==> config.mk <==
export PLATFORM = sky130hd
export DESIGN_NAME = risc_alu
export DESIGN_NICKNAME = d
export VERILOG_FILES = /design/src/rtl/risc_alu_pkg.sv /design/src/rtl/alu_addsub.sv /design/src/rtl/alu_bitwise.sv /design/src/rtl/alu_compare.sv /design/src/rtl/alu_core.sv /design/src/rtl/risc_alu.sv
export SDC_FILE = /design/constraint.sdc
export NUM_CORES = 1
export LEC_CHECK = 0
export CAP_MARGIN = 20
export CORE_ASPECT_RATIO = 1.75
export CORE_MARGIN = 2
export CORE_UTILIZATION = 44
export DETAILED_ROUTE_END_ITERATION = 8
export HOLD_SLACK_MARGIN = 0.12
export PLACE_DENSITY = 0.71
export SETUP_SLACK_MARGIN = 0.3
export SKIP_CTS_REPAIR_TIMING = 1
export SYNTH_ARGS = -nofsm -noshare
export SYNTH_HDL_FRONTEND = slang
export SYNTH_SLANG_ARGS = --single-unit
export TNS_END_PERCENT = 20
==> constraint.sdc <==
create_clock -name clk -period 20.7 [get_ports clk]
set_input_delay 3.105 -clock clk [delete_from_list [all_inputs] [get_ports clk]]
set_output_delay 3.105 -clock clk [all_outputs]
set_load 0.05 [all_outputs]
==> src/rtl/risc_alu_pkg.sv <==
// Package: shared operation encoding and widths for the integer ALU.
// Assumes a four-bit operation field decoded by the pipeline's control.
package risc_alu_pkg;

    localparam int ALU_DATA_W = 32;
    localparam int ALU_OP_W   = 4;

    typedef enum logic [ALU_OP_W-1:0] {
        OPC_AND  = 4'b0000,
        OPC_OR   = 4'b0001,
        OPC_ADD  = 4'b0010,
        OPC_ADDU = 4'b0011,
        OPC_SUB  = 4'b0110,
        OPC_SUBU = 4'b0111,
        OPC_SLT  = 4'b1010,
        OPC_SLTU = 4'b1011,
        OPC_NOR  = 4'b1100,
        OPC_XOR  = 4'b1101
    } alu_opc_e;

    typedef enum logic [1:0] {
        BW_AND = 2'b00,
        BW_OR  = 2'b01,
        BW_XOR = 2'b10,
        BW_NOR = 2'b11
    } bw_sel_e;

endpackage

==> src/rtl/alu_addsub.sv <==
// Module: ripple-carry adder/subtractor built from one full-adder cell per bit.
// When sub_i is high, B is inverted bit by bit and the carry into bit 0 is 1,
// which forms A + ~B + 1 = A - B. The carry into the top bit and the carry
// out of it are both exported so that overflow and borrow can be derived.
// Assumes WIDTH >= 2.
module alu_addsub #(
    parameter int WIDTH = 32
) (
    input  logic [WIDTH-1:0] a_i,
    input  logic [WIDTH-1:0] b_i,
    input  logic             sub_i,
    output logic [WIDTH-1:0] sum_o,
    output logic             c_msb_in_o,
    output logic             c_out_o
);

    logic [WIDTH:0]   carry;
    logic [WIDTH-1:0] b_eff;

    assign carry[0] = sub_i;

    // One full-adder cell per bit position; the carry ripples upward.
    for (genvar g = 0; g < WIDTH; g++) begin : g_cell
        assign b_eff[g]   = b_i[g] ^ sub_i;
        assign sum_o[g]   = a_i[g] ^ b_eff[g] ^ carry[g];
        assign carry[g+1] = (a_i[g] & b_eff[g]) | (a_i[g] & carry[g]) | (b_eff[g] & carry[g]);
    end

    assign c_msb_in_o = carry[WIDTH-1];
    assign c_out_o    = carry[WIDTH];

endmodule

==> src/rtl/alu_bitwise.sv <==
// Module: carry-free bitwise unit; a two-bit select picks AND, OR, XOR or NOR.
// Assumes the select has already been decoded from the operation code.
module alu_bitwise
    import risc_alu_pkg::*;
#(
    parameter int WIDTH = 32
) (
    input  logic [WIDTH-1:0] a_i,
    input  logic [WIDTH-1:0] b_i,
    input  bw_sel_e          sel_i,
    output logic [WIDTH-1:0] y_o
);

    // Choose the bitwise function named by the select.
    always_comb begin
        unique case (sel_i)
            BW_AND:  y_o = a_i & b_i;
            BW_OR:   y_o = a_i | b_i;
            BW_XOR:  y_o = a_i ^ b_i;
            BW_NOR:  y_o = ~(a_i | b_i);
            default: y_o = '0;
        endcase
    end

endmodule

==> src/rtl/alu_compare.sv <==
// Module: less-than decision taken from a subtraction A - B.
// In signed mode the result is the sign of the difference XOR the raw signed
// overflow, which stays correct when the difference wraps. In unsigned mode
// the result is the borrow, i.e. the inverted carry out.
// Assumes its inputs come from a subtractor with carry-in 1.
module alu_compare (
    input  logic diff_sign_i,
    input  logic raw_ovf_i,
    input  logic carry_out_i,
    input  logic unsigned_i,
    output logic less_o
);

    // Pick borrow or corrected sign according to the compare mode.
    always_comb begin
        if (unsigned_i) less_o = ~carry_out_i;
        else            less_o = diff_sign_i ^ raw_ovf_i;
    end

endmodule

==> src/rtl/alu_core.sv <==
// Module: combinational datapath of the ALU. It decodes the operation code,
// drives the shared adder/subtractor, the bitwise unit and the compare unit,
// and selects the result through a multiplexer. It also forms the zero flag
// (NOR of the result) and the overflow flag, which is active only for the
// signed add and subtract codes. Unused codes yield zero.
module alu_core
    import risc_alu_pkg::*;
#(
    parameter int WIDTH = 32
) (
    input  logic [ALU_OP_W-1:0] op_i,
    input  logic [WIDTH-1:0]    a_i,
    input  logic [WIDTH-1:0]    b_i,
    output logic [WIDTH-1:0]    result_o,
    output logic                zero_o,
    output logic                ovf_o
);

    localparam int MSB = WIDTH - 1;

    logic             sub_sel;
    logic             cmp_unsigned;
    logic [WIDTH-1:0] as_sum;
    logic             c_msb_in;
    logic             c_out;
    logic             raw_ovf;
    logic [WIDTH-1:0] bw_y;
    bw_sel_e          bw_sel;
    logic             less;

    // Decode which codes use subtraction and which bitwise function to apply.
    always_comb begin
        sub_sel      = 1'b0;
        cmp_unsigned = 1'b0;
        bw_sel       = BW_AND;
        case (op_i)
            OPC_SUB, OPC_SUBU, OPC_SLT: sub_sel = 1'b1;
            OPC_SLTU: begin
                sub_sel      = 1'b1;
                cmp_unsigned = 1'b1;
            end
            OPC_OR:  bw_sel = BW_OR;
            OPC_XOR: bw_sel = BW_XOR;
            OPC_NOR: bw_sel = BW_NOR;
            default: ;
        endcase
    end

    alu_addsub #(.WIDTH(WIDTH)) u_addsub (
        .a_i        (a_i),
        .b_i        (b_i),
        .sub_i      (sub_sel),
        .sum_o      (as_sum),
        .c_msb_in_o (c_msb_in),
        .c_out_o    (c_out)
    );

    assign raw_ovf = c_msb_in ^ c_out;

    alu_bitwise #(.WIDTH(WIDTH)) u_bitwise (
        .a_i   (a_i),
        .b_i   (b_i),
        .sel_i (bw_sel),
        .y_o   (bw_y)
    );

    alu_compare u_compare (
        .diff_sign_i (as_sum[MSB]),
        .raw_ovf_i   (raw_ovf),
        .carry_out_i (c_out),
        .unsigned_i  (cmp_unsigned),
        .less_o      (less)
    );

    // Result multiplexer and overflow qualification per operation code.
    always_comb begin
        result_o = '0;
        ovf_o    = 1'b0;
        case (op_i)
            OPC_AND, OPC_OR, OPC_XOR, OPC_NOR: result_o = bw_y;
            OPC_ADD, OPC_SUB: begin
                result_o = as_sum;
                ovf_o    = raw_ovf;
            end
            OPC_ADDU, OPC_SUBU: result_o = as_sum;
            OPC_SLT, OPC_SLTU:  result_o = {{(WIDTH-1){1'b0}}, less};
            default: ;
        endcase
    end

    assign zero_o = ~|result_o;

endmodule

==> src/rtl/risc_alu.sv <==
// Module: top of the integer ALU. It wraps the combinational core with one
// output register stage that has a synchronous active-low reset. The reset
// state is a zero result with zero_o set and ovf_o clear.
// Assumes the inputs are stable around the rising clock edge.
module risc_alu
    import risc_alu_pkg::*;
#(
    parameter int WIDTH = ALU_DATA_W
) (
    input  logic                clk,
    input  logic                rst_n,
    input  logic [ALU_OP_W-1:0] op_i,
    input  logic [WIDTH-1:0]    a_i,
    input  logic [WIDTH-1:0]    b_i,
    output logic [WIDTH-1:0]    result_o,
    output logic                zero_o,
    output logic                ovf_o
);

    localparam int MSB = WIDTH - 1;

    logic [WIDTH-1:0] core_result;
    logic             core_zero;
    logic             core_ovf;

    alu_core #(.WIDTH(WIDTH)) u_core (
        .op_i     (op_i),
        .a_i      (a_i),
        .b_i      (b_i),
        .result_o (core_result),
        .zero_o   (core_zero),
        .ovf_o    (core_ovf)
    );

    // Output register stage with synchronous active-low reset.
    always_ff @(posedge clk) begin
        if (!rst_n) begin
            result_o <= '0;
            zero_o   <= 1'b1;
            ovf_o    <= 1'b0;
        end else begin
            result_o <= core_result;
            zero_o   <= core_zero;
            ovf_o    <= core_ovf;
        end
    end

    // adding operands of opposite sign never overflows.
    a_r3_opposite_no_ovf: assert property (@(posedge clk) disable iff (!rst_n)
        (op_i == OPC_ADD && a_i[MSB] != b_i[MSB]) |=> !ovf_o);

    // unsigned add never flags overflow.
    a_r3_addu_no_ovf: assert property (@(posedge clk) disable iff (!rst_n)
        (op_i == OPC_ADDU) |=> !ovf_o);

    // unsigned subtract never flags overflow.
    a_r4_subu_no_ovf: assert property (@(posedge clk) disable iff (!rst_n)
        (op_i == OPC_SUBU) |=> !ovf_o);

    // subtracting operands of equal sign never overflows.
    a_r4_same_sign_no_ovf: assert property (@(posedge clk) disable iff (!rst_n)
        (op_i == OPC_SUB && a_i[MSB] == b_i[MSB]) |=> !ovf_o);

    // signed less-than clears all upper result bits.
    a_r6_slt_upper_clear: assert property (@(posedge clk) disable iff (!rst_n)
        (op_i == OPC_SLT) |=> (result_o[MSB:1] == '0 && !ovf_o));

    // unsigned less-than clears all upper result bits.
    a_r7_sltu_upper_clear: assert property (@(posedge clk) disable iff (!rst_n)
        (op_i == OPC_SLTU) |=> (result_o[MSB:1] == '0 && !ovf_o));

    // the zero flag agrees with the registered result.
    a_r8_zero_flag: assert property (@(posedge clk) disable iff (!rst_n)
        zero_o == (result_o == '0));

    // codes outside the defined set give zero and no overflow.
    a_r9_unused_code: assert property (@(posedge clk) disable iff (!rst_n)
        !(op_i inside {OPC_AND, OPC_OR, OPC_ADD, OPC_ADDU, OPC_SUB, OPC_SUBU,
                       OPC_SLT, OPC_SLTU, OPC_NOR, OPC_XOR})
        |=> (result_o == '0 && !ovf_o));

endmodule

# ---- Word-level counts from Yosys, hierarchy flattened
# Index checks and enable logic that the tools add are counted.
dict set report word_totals {
  in_bits 70
  reg_bits 34
  output_inout_bits 34
  elab_cells 294
}
dict set report classes {
  n_reduce_logical 10
  n_eq_ne 12
  mux 6
  bitwise 263
}
# op n
set ops {}
lappend ops {{$pmux W32 S4} 1}
lappend ops {{$xor A1 B1 Y1} 98}
lappend ops {{$and A1 B1 Y1} 96}
lappend ops {{$pmux W32 S3} 1}
lappend ops {{$or A1 B1 Y1} 64}
lappend ops {{$and A32 B32 Y32} 1}
lappend ops {{$not A32 Y32} 1}
lappend ops {{$or A32 B32 Y32} 1}
lappend ops {{$reduce_or A32 Y1} 1}
lappend ops {{$xor A32 B32 Y32} 1}
lappend ops {{$eq A4 B4 Y1 const B} 4}
lappend ops {{$reduce_or A4 Y1} 3}
lappend ops {{$eq A4 B2 Y1 const B} 2}
lappend ops {{$eq A4 B3 Y1 const B} 2}
lappend ops {{$pmux W2 S3} 1}
lappend ops {{$eq A2 B2 Y1 const B} 2}
lappend ops {{$eq A4 B1 Y1 const B} 1}
lappend ops {{$logic_not A4 Y1} 1}
lappend ops {{$reduce_or A2 Y1} 2}
lappend ops {{$mux W1} 3}
lappend ops {{$eq A2 B1 Y1 const B} 1}
lappend ops {{$logic_not A2 Y1} 1}
lappend ops {{$reduce_and A2 Y1} 1}
lappend ops {{$logic_not A1 Y1} 1}
lappend ops {{$not A1 Y1} 1}

# ---- Logic depth before layout (Yosys ltp)
dict set report depth {
  ltp_word 106
  ltp_mapped 45
  mapped_depth_nobuf 43
}

# ---- Cells and area by module
# Synthesis repeated with hierarchy kept, for this count alone.
dict set report unflattened {
  cells_unflattened 520
  hier_area_um2 4864.7
}
# module seq_area_each_um2 instances cells_each area_per_inst_um2
set by_module_without_submodules {}
lappend by_module_without_submodules {alu_bitwise 0.0 1 235 2105.8}
lappend by_module_without_submodules {alu_addsub 0.0 1 129 1198.6}
lappend by_module_without_submodules {risc_alu 680.7 1 71 950.9}
lappend by_module_without_submodules {alu_core 0.0 1 83 590.6}
lappend by_module_without_submodules {alu_compare 0.0 1 2 18.8}

# ---- Worst setup path before layout
# OpenSTA, ideal clock, no wires.
dict set report synth_path {
  path_kind {input -> register}
  start {input port op_i[1]}
  end {register zero_o}
  arrival_time_ns 17.206
  n_path_buf 4
  stages 45
  setup_ns 0.131
  path_slack_ns 3.363
  t_required_ns 20.569
  cell_sequence {buf_6 > clkbuf_1 > buf_1 > nand2_1 > buf_2 > xnor2_1 > fa_1 > fa_1 > inv_1 > fa_1 > fa_1 > fa_1 > fa_1 > fa_1 > fa_1 > fa_1 > fa_1 > fa_1 > (+9 left out) > fa_1 > fa_1 > fa_1 > fa_1 > fa_1 > fa_1 > fa_1 > fa_1 > fa_1 > inv_1 > fa_1 > fa_1 > mux2i_1 > o31ai_1 > a2bb2oi_1 > a21boi_1 > nand4b_1 > o41ai_2}
}
dict set report synth_between {
  elab_chain_cells 106
  word_cells_on_any_way 285
  cone_classes {eq/ne (12); mux (6); bitwise (259); reduce/logical (8)}
}
# item line
set synth_lines {}
lappend synth_lines {{start: declaration} risc_alu.sv:12} ;# input logic [ALU_OP_W-1:0] op_i,
lappend synth_lines {{$eq A4 B3 Y1 or $eq A4 B4 Y1 (tied branches)} {alu_core.sv:36, alu_core.sv:79}}
lappend synth_lines {{$reduce_or A4 Y1 (no source line)} -}
lappend synth_lines {{$mux W1} alu_core.sv:36} ;# case (op_i)
lappend synth_lines {{$xor A1 B1 Y1} alu_addsub.sv:24} ;# assign b_eff[g] = b_i[g] ^ sub_i;
lappend synth_lines {{$and A1 B1 Y1} alu_addsub.sv:26} ;# assign carry[g+1] = (a_i[g] & b_eff[g]) | (a_i[g] & carry[g]) | (b_eff[g] & carry[g]);
lappend synth_lines {{$or A1 B1 Y1 (2 in series)} alu_addsub.sv:26}
lappend synth_lines {{$and A1 B1 Y1} alu_addsub.sv:26}
lappend synth_lines {{$or A1 B1 Y1 (2 in series)} alu_addsub.sv:26}
lappend synth_lines {{(+87 left out)} -}
lappend synth_lines {{$and A1 B1 Y1} alu_addsub.sv:26}
lappend synth_lines {{$or A1 B1 Y1 (2 in series)} alu_addsub.sv:26}
lappend synth_lines {{$xor A1 B1 Y1} alu_core.sv:58} ;# assign raw_ovf = c_msb_in ^ c_out;
lappend synth_lines {{$xor A1 B1 Y1} alu_compare.sv:17} ;# else less_o = diff_sign_i ^ raw_ovf_i;
lappend synth_lines {{$mux W1} alu_compare.sv:16} ;# if (unsigned_i) less_o = ~carry_out_i;
lappend synth_lines {{$pmux W32 S3 (*)} alu_core.sv:79} ;# case (op_i)
lappend synth_lines {{$reduce_or A32 Y1 (*)} alu_core.sv:91} ;# assign zero_o = ~|result_o;
lappend synth_lines {{$logic_not A1 Y1 (*)} alu_core.sv:91}
lappend synth_lines {{end signal: assignment} risc_alu.sv:43} ;# zero_o <= core_zero;
lappend synth_lines {{end: declaration} risc_alu.sv:16} ;# output logic zero_o,
# Mark *: on every way between the ends. The rest lies on a longest branch, timed or not.
# A chain may end at the register's enable or synchronous reset.

# ---- Worst setup path after layout
dict set report layout_path {
  start {input port op_i[3]}
  end {register zero_o}
}
# The elaborated chain is that of the path after synthesis.

==> out/summary.txt <==
I/O Pins: 104
relative slew slack: 26.7%
Die Y-Extent: 139 um
Slew Viols, Final: 0
pin count of the biggest net entering global routing: 86
Worst Path Required: 20.85 ns
max cap viols: 0
gpl congestion: 0.919
Commonest cells post-synth: inv_1 (83), ha_1 (64), nor2_1 (48)
Synth Area in XOR/XNOR: 6.33%
fillcell total: 974
setup_tns: 0 ns
first-pass GRT wire length: 20.2 mm
gr ovfl total: 0
Initial Util: 44.9%
worst hold path depth: 2
Worst Setup Slack, final: 2.72 ns
Post-Syn Nets: 683
Worst path most repeated cell: fa_1
min-delay worst type: input port to flop
Post-DRT Antenna Nets: 0
largest family of logic cells by synthesized area: adder cells
Main synth FF type: dfxtp_1
post-synthesis mux area share: 10.4%
Synth Area in Adders: 31.6%
simple-gate share of the synthesized area: 11.9%
H-tree lvl count: 2
register bit total from synthesis: 34
Hold Path End: zero_o
Worst setup SP type: input port
worst slack, placed: 2.37 ns
slowest CP cell: clkdlybuf4s50_1
Async SR Flop Fraction: 0%
status: finished clean
worst path bufs/invs: 5
mapped cell area: 4570 um^2
CTS tree: done
Routed WL: 12.8 mm
cell accounting for the most synthesized area: ha_1
most common cell in the netlist: inv_1
number of core rows: 49
routed len/inst: 17.5 um
initial antenna violation count: 0
top post-synthesis cells by area: ha_1 (18%), dfxtp_1 (15%), fa_1 (14%)
clock-pin slew on the worst setup and hold paths: 0.05 ns
total CTS buffers: 5
critical path arrival: 18.13 ns
Hold Violations, Final: 0
maximum clock rate: 55.6 MHz
number of port buffers: 103
DPL Wire Length: 10.5 mm
RSZ-0062 raised after global routing: false
GRT Total Usage: 23.4%
placed cell areas: 5610 um^2
hold wc startpoint: rst_n
First-pass DRT Iterations: 5
area of the die: 11,200 um^2
Setup crit end kind: flop
Vias: 3,974
EDFF count, synth: 0
design area: 5750 um^2
Finished Core Util: 56.5%
iteration-0 DRC count of the detailed router: 257
Peak VDD IR: 0.0453 mV
Vias/cell: 5.45
Slew @ Worst Pin: 1.09 ns
leakage: 0.00264 uW
delay-heaviest family, CP: adder cells
clk buf depth: 2
final period utilization: 86.9%
Syn Inst Count: 517
clk root buf: clkbuf_16
Antenna Diode Count: 0
CP Class: input port to flop
Residual DRC: 0
Sinks on Clock Net: 34
endpoints failing setup: 0
Synth Area per Inst: 8.83 um^2
sequential element share of the synthesized area: 14.9%
post-synth top area share: 17.5%
Layout Nets: 767
Synth Area in Compound Gates: 13.9%
slowest stage delay, CP: 0.46 ns
min cycle time layout: 17.98 ns
vias in the first global route: 4,064
die width: 81 um
share of cells above drive strength 1: 5.48%
Core Region: 10,200 um^2
pwr dens: 53.4 nW/um^2
Netlist cell types: 57
CP max FO: 30
yosys warns: 0
area delta synth->final: 26.0%
state kept, by name (all words and copies together), names as in the netlist:
signal / flops
result_o: 32
zero_o: 1
ovf_o: 1
logic make-up after synthesis:
family | count (synthesis)
XOR/XNOR | 33
buffers and inverters | 115
AO/OA/AOI/OAI | 86
flip-flops | 34
multiplexers | 46
AND/OR/NAND/NOR | 107
adder cells (fa/ha/maj) | 96
area by class of cell:
class                      instances  area [um^2]  share of cell area, %
timing repair buffer             108         1070                   18.5
clock buffer                       7          143                   2.48
inverter                          84          315                   5.48
clock inverter                     1         5.00                 0.0870
multi-input combinational        368         3390                   58.8
tap                              127          159                   2.76
sequential                        34          681                   11.8
layer usage:
layer  track usage [%]  part of all wire, %  up-vias
li1                  -                    -     1891
met1              26.0                   37     1877
met2              44.0                   55      168
met3              1.56                  4.1       38
met4              9.90                  3.8        0
met5                 0                    0        -
metrics by stage:
stage	hold slack (ns)	total power [uW]	std cells
2_1_floorplan	3.25	178	517
3_3_place_gp	3.87	230	721
3_5_place_dp	3.89	235	721
4_1_cts	3.61	307	729
5_1_grt	3.64	325	729
6_report	3.62	307	729
worst max path at each step:
stage,start,endpoint,cells after the start
floorplan,op_i[1],zero_o,45
global placement,op_i[3],zero_o,44
detailed placement,op_i[3],zero_o,44
CTS,op_i[3],zero_o,44
global route,op_i[3],zero_o,44
finish,op_i[3],zero_o,44
placed cells by master, fill, tap and decap left out, types with 2 or more instances in the layout:
master,synthesis,routed
nand4_1,3,3
buf_4,3,6
clkdlybuf4s50_1,0,102
nand3_1,3,3
xnor2_1,32,32
nor2_1,48,48
o21ai_0,7,7
nand2b_1,4,4
nor3_1,3,3
or2_1,2,2
and2_1,9,9
mux2i_1,36,36
mux2_2,9,9
clkbuf_16,0,5
o22a_1,11,11
a32oi_1,7,7
nand2_1,11,11
inv_1,83,83
a31oi_1,8,8
a21oi_1,15,15
fa_1,32,32
nor2b_1,5,5
or2_2,6,6
dfxtp_1,34,34
ha_1,64,64
o22ai_1,3,3
a22oi_1,17,17
and3_1,3,3
a221o_1,6,6
power breakdown:
group / total (uW) / switching [uW] / internal (uW)
clock: 73.3 / 25.7 / 47.6
sequential: 72.7 / 1.54 / 71.1
combinational: 161 / 91.9 / 69.6
total: 307 / 119 / 188
(Power assumes the default switching activity.)
